--- src/rtl/arb_pkg.sv ---
package arb_pkg;
  // Strobes from the control half to the datapath half.
  typedef struct packed {
    logic wrStrobe;  // a valid priority write this cycle
    logic parkAll;   // no request pending: treat every master as requesting
  } arb_strobe_t;
endpackage

--- src/rtl/arb_ctrl.sv ---
module arb_ctrl #(
  parameter int NUM_MASTERS = 16,
  localparam int PRIO_W = (NUM_MASTERS > 1) ? $clog2(NUM_MASTERS) : 1
) (
  input  logic                    clk,
  input  logic                    rst_n,
  input  logic [NUM_MASTERS-1:0]  req,
  input  logic                    wrEn,
  input  logic [PRIO_W-1:0]       wrIdx,
  output arb_pkg::arb_strobe_t    strb
);
  localparam int IDX_LIMIT = NUM_MASTERS;

  logic idxInRange;

  always_comb begin
    idxInRange    = (32'(wrIdx) < IDX_LIMIT);
    strb.wrStrobe = wrEn && idxInRange;
    strb.parkAll  = (req == '0);
  end

  // an out-of-range index never produces a write strobe
  p_range_r2: assert property (@(posedge clk) disable iff (!rst_n)
    strb.wrStrobe |-> (32'(wrIdx) < NUM_MASTERS));

endmodule

--- src/rtl/arb_max_tree.sv ---
module arb_max_tree #(
  parameter int NUM_MASTERS = 16,
  localparam int PRIO_W = (NUM_MASTERS > 1) ? $clog2(NUM_MASTERS) : 1,
  localparam int KEY_W  = PRIO_W + 1,
  localparam int LEVELS = PRIO_W,
  localparam int LEAVES = 1 << LEVELS
) (
  input  logic [NUM_MASTERS-1:0][KEY_W-1:0] leafKey,
  output logic [PRIO_W-1:0]                 winIdx
);
  for (genvar l = 0; l <= LEVELS; l++) begin : g_lvl
    localparam int WIDTH = LEAVES >> l;
    logic [KEY_W-1:0]  key [WIDTH];
    logic [PRIO_W-1:0] idx [WIDTH];

    if (l == 0) begin : g_leaf
      for (genvar j = 0; j < WIDTH; j++) begin : g_in
        if (j < NUM_MASTERS) begin : g_real
          assign key[j] = leafKey[j];
        end else begin : g_pad
          // padding leaf: all-zero key, only ever ties and then loses on index
          assign key[j] = '0;
        end
        assign idx[j] = PRIO_W'(j);
      end
    end else begin : g_node
      for (genvar n = 0; n < WIDTH; n++) begin : g_cmp
        logic takeHigh;
        // strict compare: on equal keys the lower-index subtree passes on
        assign takeHigh = g_lvl[l-1].key[2*n+1] > g_lvl[l-1].key[2*n];
        assign key[n] = takeHigh ? g_lvl[l-1].key[2*n+1] : g_lvl[l-1].key[2*n];
        assign idx[n] = takeHigh ? g_lvl[l-1].idx[2*n+1] : g_lvl[l-1].idx[2*n];
      end
    end
  end

  assign winIdx = g_lvl[LEVELS].idx[0];

endmodule

--- src/rtl/arb_datapath.sv ---
module arb_datapath #(
  parameter int NUM_MASTERS = 16,
  localparam int PRIO_W = (NUM_MASTERS > 1) ? $clog2(NUM_MASTERS) : 1,
  localparam int KEY_W  = PRIO_W + 1
) (
  input  logic                   clk,
  input  logic                   rst_n,
  input  logic [NUM_MASTERS-1:0] req,
  input  logic [PRIO_W-1:0]      wrIdx,
  input  logic [PRIO_W-1:0]      wrData,
  input  arb_pkg::arb_strobe_t   strb,
  output logic [NUM_MASTERS-1:0] gnt
);
  logic [PRIO_W-1:0]                 prioReg [NUM_MASTERS];
  logic [NUM_MASTERS-1:0][KEY_W-1:0] leafKey;
  logic [PRIO_W-1:0]                 winIdx;

  // priority register bank
  always_ff @(posedge clk or negedge rst_n) begin
    if (!rst_n) begin
      for (int i = 0; i < NUM_MASTERS; i++) prioReg[i] <= '0;
    end else if (strb.wrStrobe) begin
      prioReg[wrIdx] <= wrData;
    end
  end

  // compare keys: request bit above the programmed priority
  for (genvar i = 0; i < NUM_MASTERS; i++) begin : g_key
    assign leafKey[i] = {req[i] | strb.parkAll, prioReg[i]};
  end

  arb_max_tree #(.NUM_MASTERS(NUM_MASTERS)) u_tree (
    .leafKey (leafKey),
    .winIdx  (winIdx)
  );

  // one-hot decode of the winning index
  always_comb begin
    for (int i = 0; i < NUM_MASTERS; i++) gnt[i] = (winIdx == PRIO_W'(i));
  end

  // a strobed write lands in the addressed register at the edge
  p_write_r2: assert property (@(posedge clk) disable iff (!rst_n)
    strb.wrStrobe |=> (prioReg[$past(wrIdx)] == $past(wrData)));

  // exactly one grant at all times
  p_onehot_r7: assert property (@(posedge clk) disable iff (!rst_n)
    $countones(gnt) == 1);

  // with any request pending the grant lands on a requester
  p_requester_r5: assert property (@(posedge clk) disable iff (!rst_n)
    (req != '0) |-> ((gnt & req) != '0));

  // grant holds while requests and priorities hold
  p_hold_r8: assert property (@(posedge clk) disable iff (!rst_n)
    ($stable(req) && !$past(strb.wrStrobe)) |-> $stable(gnt));

endmodule

--- src/rtl/prio_arbiter.sv ---
module prio_arbiter #(
  parameter int NUM_MASTERS = 16,
  localparam int PRIO_W = (NUM_MASTERS > 1) ? $clog2(NUM_MASTERS) : 1
) (
  input  logic                   clk,
  input  logic                   rst_n,
  input  logic [NUM_MASTERS-1:0] req,
  input  logic                   wrEn,
  input  logic [PRIO_W-1:0]      wrIdx,
  input  logic [PRIO_W-1:0]      wrData,
  output logic [NUM_MASTERS-1:0] gnt
);
  arb_pkg::arb_strobe_t strb;

  arb_ctrl #(.NUM_MASTERS(NUM_MASTERS)) u_ctrl (
    .clk   (clk),
    .rst_n (rst_n),
    .req   (req),
    .wrEn  (wrEn),
    .wrIdx (wrIdx),
    .strb  (strb)
  );

  arb_datapath #(.NUM_MASTERS(NUM_MASTERS)) u_dp (
    .clk    (clk),
    .rst_n  (rst_n),
    .req    (req),
    .wrIdx  (wrIdx),
    .wrData (wrData),
    .strb   (strb),
    .gnt    (gnt)
  );

endmodule

--- config.mk ---
export PLATFORM = sky130hd
export DESIGN_NAME = prio_arbiter
export DESIGN_NICKNAME = d
export VERILOG_FILES = /design/src/rtl/arb_pkg.sv /design/src/rtl/arb_ctrl.sv /design/src/rtl/arb_max_tree.sv /design/src/rtl/arb_datapath.sv /design/src/rtl/prio_arbiter.sv
export SDC_FILE = /design/constraint.sdc
export NUM_CORES = 1
export LEC_CHECK = 0
export BUFFER_PORTS_ARGS = -buffer_cell sky130_fd_sc_hd__clkbuf_2
export CORE_UTILIZATION = 60
export CTS_BUF_LIST = sky130_fd_sc_hd__clkbuf_8 sky130_fd_sc_hd__clkbuf_16
export CTS_CLUSTER_SIZE = 10
export DETAILED_ROUTE_END_ITERATION = 8
export GPL_TIMING_DRIVEN = 1
export PLACE_DENSITY = 0.8
export SLEW_MARGIN = 40
export SYNTH_ARGS = -nofsm -noshare
export SYNTH_HDL_FRONTEND = slang
export SYNTH_HIERARCHICAL = 1
export SYNTH_SLANG_ARGS = --single-unit
--- constraint.sdc ---
create_clock -name clk -period 14.5 [get_ports clk]
set_input_delay 3.625 -clock clk [delete_from_list [all_inputs] [get_ports clk]]
set_output_delay 3.625 -clock clk [all_outputs]
set_load 0.01 [all_outputs]
==> flow_metrics.py <==
metrics = {
    "detailed_routing": {
        "drc": 4,
        "wl_per_cell_um": 19.1,
        "drt-initial-drc-count": 240,
        "vias_per_cell": 6.19,
        "wl_um": 14100,
        "antenna_left": 0,
        "drtPass1Iterations": 7,
        "num_vias": 4553,
    },
    "min_path": {
        "hold_class": "reg -> reg",
        "hold_start": "u_dp/leafKey[53]$_DFFE_PN0P_",
        "hold_path_end": "u_dp/leafKey[53]$_DFFE_PN0P_",
        "whs_path_depth": 1,
    },
    "finish": {
        "multiInputGateArea_sq_um": 3810,
        "fin_area_sq_um": 6370,
        "instances_no_fill": 735,
        "diodes": 0,
        "area_growth_syn_to_layout_pct": 14.2,
        "largest_register_ffs": 64,
        "final_nets": 725,
        "drive_gt1_share_pct": 33.5,
        "register_area_sq_um": 1600,
        "finalCoreUtilization_pct": 71.9,
        "fill_cells": 630,
    },
    "global_routing": {
        "gr-total-overflow": 0,
        "grt_pass1_vias": 4543,
        "track_usage_pct": 29.3,
        "grt_pass1_wl_um": 22100,
        "antenna_found_initial": 0,
        "grt_max_degree": 65,
    },
    "clock_tree": {
        "cts_buffers": 9,
        "clkTransAtPathRegs_ps": 60,
        "clockBufferDepth": 2,
        "htree_levels": 3,
        "tritoncts": "yes",
        "postCtsHoldBufs": 0,
        "cts-root-buf": "clkbuf_8",
        "cts_sinks": 64,
        "clk_latency_ps": 340,
    },
    "floorplanning": {
        "dieHeight_um": 98.4,
        "io_pins": 43,
        "rows": 34,
        "fp.dieArea_sq_um": 9680,
        "core-area_sq_um": 8850,
        "initial_core_util_pct": 63.0,
        "die_w_um": 98.4,
    },
    "worst_setup_path": {
        "r2r_cells": 1,
        "reg2reg_setup_slack_ps": 13660,
        "max_stage_delay_ps": 360,
        "r2r-start": "u_dp/leafKey[37]$_DFFE_PN0P_",
        "start_kind": "primary input",
        "end_kind": "output port",
        "r2r-end": "u_dp/leafKey[37]$_DFFE_PN0P_",
        "path_class": "in -> out",
        "crit_slowest_cell": "nor4_4",
        "worstPathArrival_ps": 10640,
        "path_buf_inv": 8,
        "required_ps": 10880,
        "path_delay_family": "compound AO/OA/AOI/OAI gates",
        "critPathMaxFanout": 7,
    },
    "timing": {
        "worst_slew_pin_slew_ps": 585,
        "slew-limit-headroom_pct": 61.0,
        "setup_tns_ps": 0,
        "min_period_ps": 14260,
        "min_period_over_period_pct": 98.3,
        "setup_violations": 0,
        "slew_viol_final": 0,
        "fmax_mhz": 70.1,
        "hold_viol_final": 0,
        "skew_ps": 0,
    },
    "yosys": {
        "synth_nets": 657,
        "synth_top_family_by_area": "multiplexers",
        "synth_edf_count": 0,
        "synth_mux_area_share_pct": 25.1,
        "synth_fa_ha_area_share_pct": 16.8,
        "seq_area_frac_synth_pct": 28.7,
        "synthSimpleGateAreaFrac_pct": 12.5,
        "synth_compound_area_share_pct": 11.1,
        "ys.flop_type": "dfrtp_1",
        "synth_xor_xnor_area_share_pct": 0,
        "synth_cell_types": 50,
        "synth_area_sq_um": 5580,
        "avgSynthCellArea_sq_um": 10.0,
        "synth-async-reset-ratio_pct": 100,
        "netlist_instances": 555,
        "ys_ff_latch": 64,
        "synth_warnings": 6,
    },
    "placed_design": {
        "port_buffers": 42,
        "dpl_cell_area_sq_um": 5960,
        "routabilityCongestion": 0.929,
        "hpwl_um": 10600,
        "place_inst": 708,
    },
    "outcome": {
        "status": "complete, but fails checks",
        "violations": "DRC",
    },
    "run": {
        "max-cap-violations": 0,
    },
}
==> metrics by stage <==
stage	hold slack [ps]	worst slack (ps)
6_report	540	239
5_1_grt	556	-153
4_1_cts	541	3.15
3_5_place_dp	527	-201
3_3_place_gp	515	-14.4
2_1_floorplan	487	721
==> layout make-up <==
class                   instances  area share (%)
well taps                     108            2.12
multi-input cells             407            59.9
clock buffers                   9            1.95
inverters                      78            4.60
flip-flops and latches         64            25.2
clock inverters                 6           0.472
repair buffers                 63            5.84
==> worst max path at each step <==
stage	start	to	slack [ps]	cells after the start
finish	req[9]	gnt[2]	240	37
global route	req[9]	gnt[1]	-150	35
CTS	req[1]	gnt[12]	3	36
detailed placement	req[1]	gnt[12]	-200	36
global placement	req[1]	gnt[8]	-10	36
floorplan	req[4]	gnt[3]	720	31
==> cell families (layout without fill, tap and decap cells) <==
| group | after synthesis | count (layout) |
|---|---|---|
| AO/OA/AOI/OAI | 72 | 72 |
| flip-flops | 64 | 64 |
| buffers and inverters | 84 | 156 |
| AND/OR/NAND/NOR | 129 | 129 |
| multiplexers | 131 | 131 |
| adder cells (fa/ha/maj) | 75 | 75 |
==> cells in the final DEF (no fill, tap or decap), drive strengths merged, types with 2 or more instances in the layout <==
master  netlist  final
nand3        10     10
nor4          5      5
a21boi        4      4
a32oi         2      2
or3           3      3
o21ai        12     12
nor2         32     32
o22ai        10     10
mux2i        60     60
nor2b         5      5
nand2b        9      9
inv          78     80
o21a          3      3
nor3         10     10
mux2         71     71
or2          18     18
o32ai         5      5
a21oi        21     21
nand3b        3      3
a211oi        2      2
dfrtp        64     64
clkinv        0      3
clkbuf        5     51
o221ai        2      2
a21o          7      7
nand2        18     18
ha           75     75
and3          4      4
buf           1     21
nand4         9      9
==> synthesized netlist by cell type (all sizes together), types with 7 or more instances <==
| master | count | area [sq um] |
|---|---|---|
| nor3 | 10 | 50.1 |
| ha | 75 | 938 |
| o22ai | 10 | 81.3 |
| nor2 | 32 | 123 |
| nand2 | 18 | 75.1 |
| nand2b | 9 | 56.3 |
| nand3 | 10 | 50.1 |
| mux2i | 60 | 601 |
| nand4 | 9 | 62.6 |
| a21oi | 21 | 113 |
| dfrtp | 64 | 1600 |
| o21ai | 12 | 67.6 |
| mux2 | 71 | 800 |
| a21o | 7 | 52.6 |
| or2 | 18 | 113 |
| inv | 78 | 293 |
==> per-layer routing <==
layer	GRT usage, %	vias up	routed length [um]	share of wire, %
met5	0	-	0	0
met4	8.96	0	316	2.2
met3	4.15	33	752	5.3
met2	51.7	160	7040	50
met1	37.2	2227	5960	42
li1	-	2133	-	-
==> repair_timing <==
item | CTS | global route
pin swaps | 0 | 10
gates resized for setup | 3 | 26
endpoints found under the setup margin | 16 | 16
buffers inserted | 0 | 12
Power is left out: the tool's default activity adds up to more than one toggle a clock period on the data nets, which glitch-free logic cannot reach.
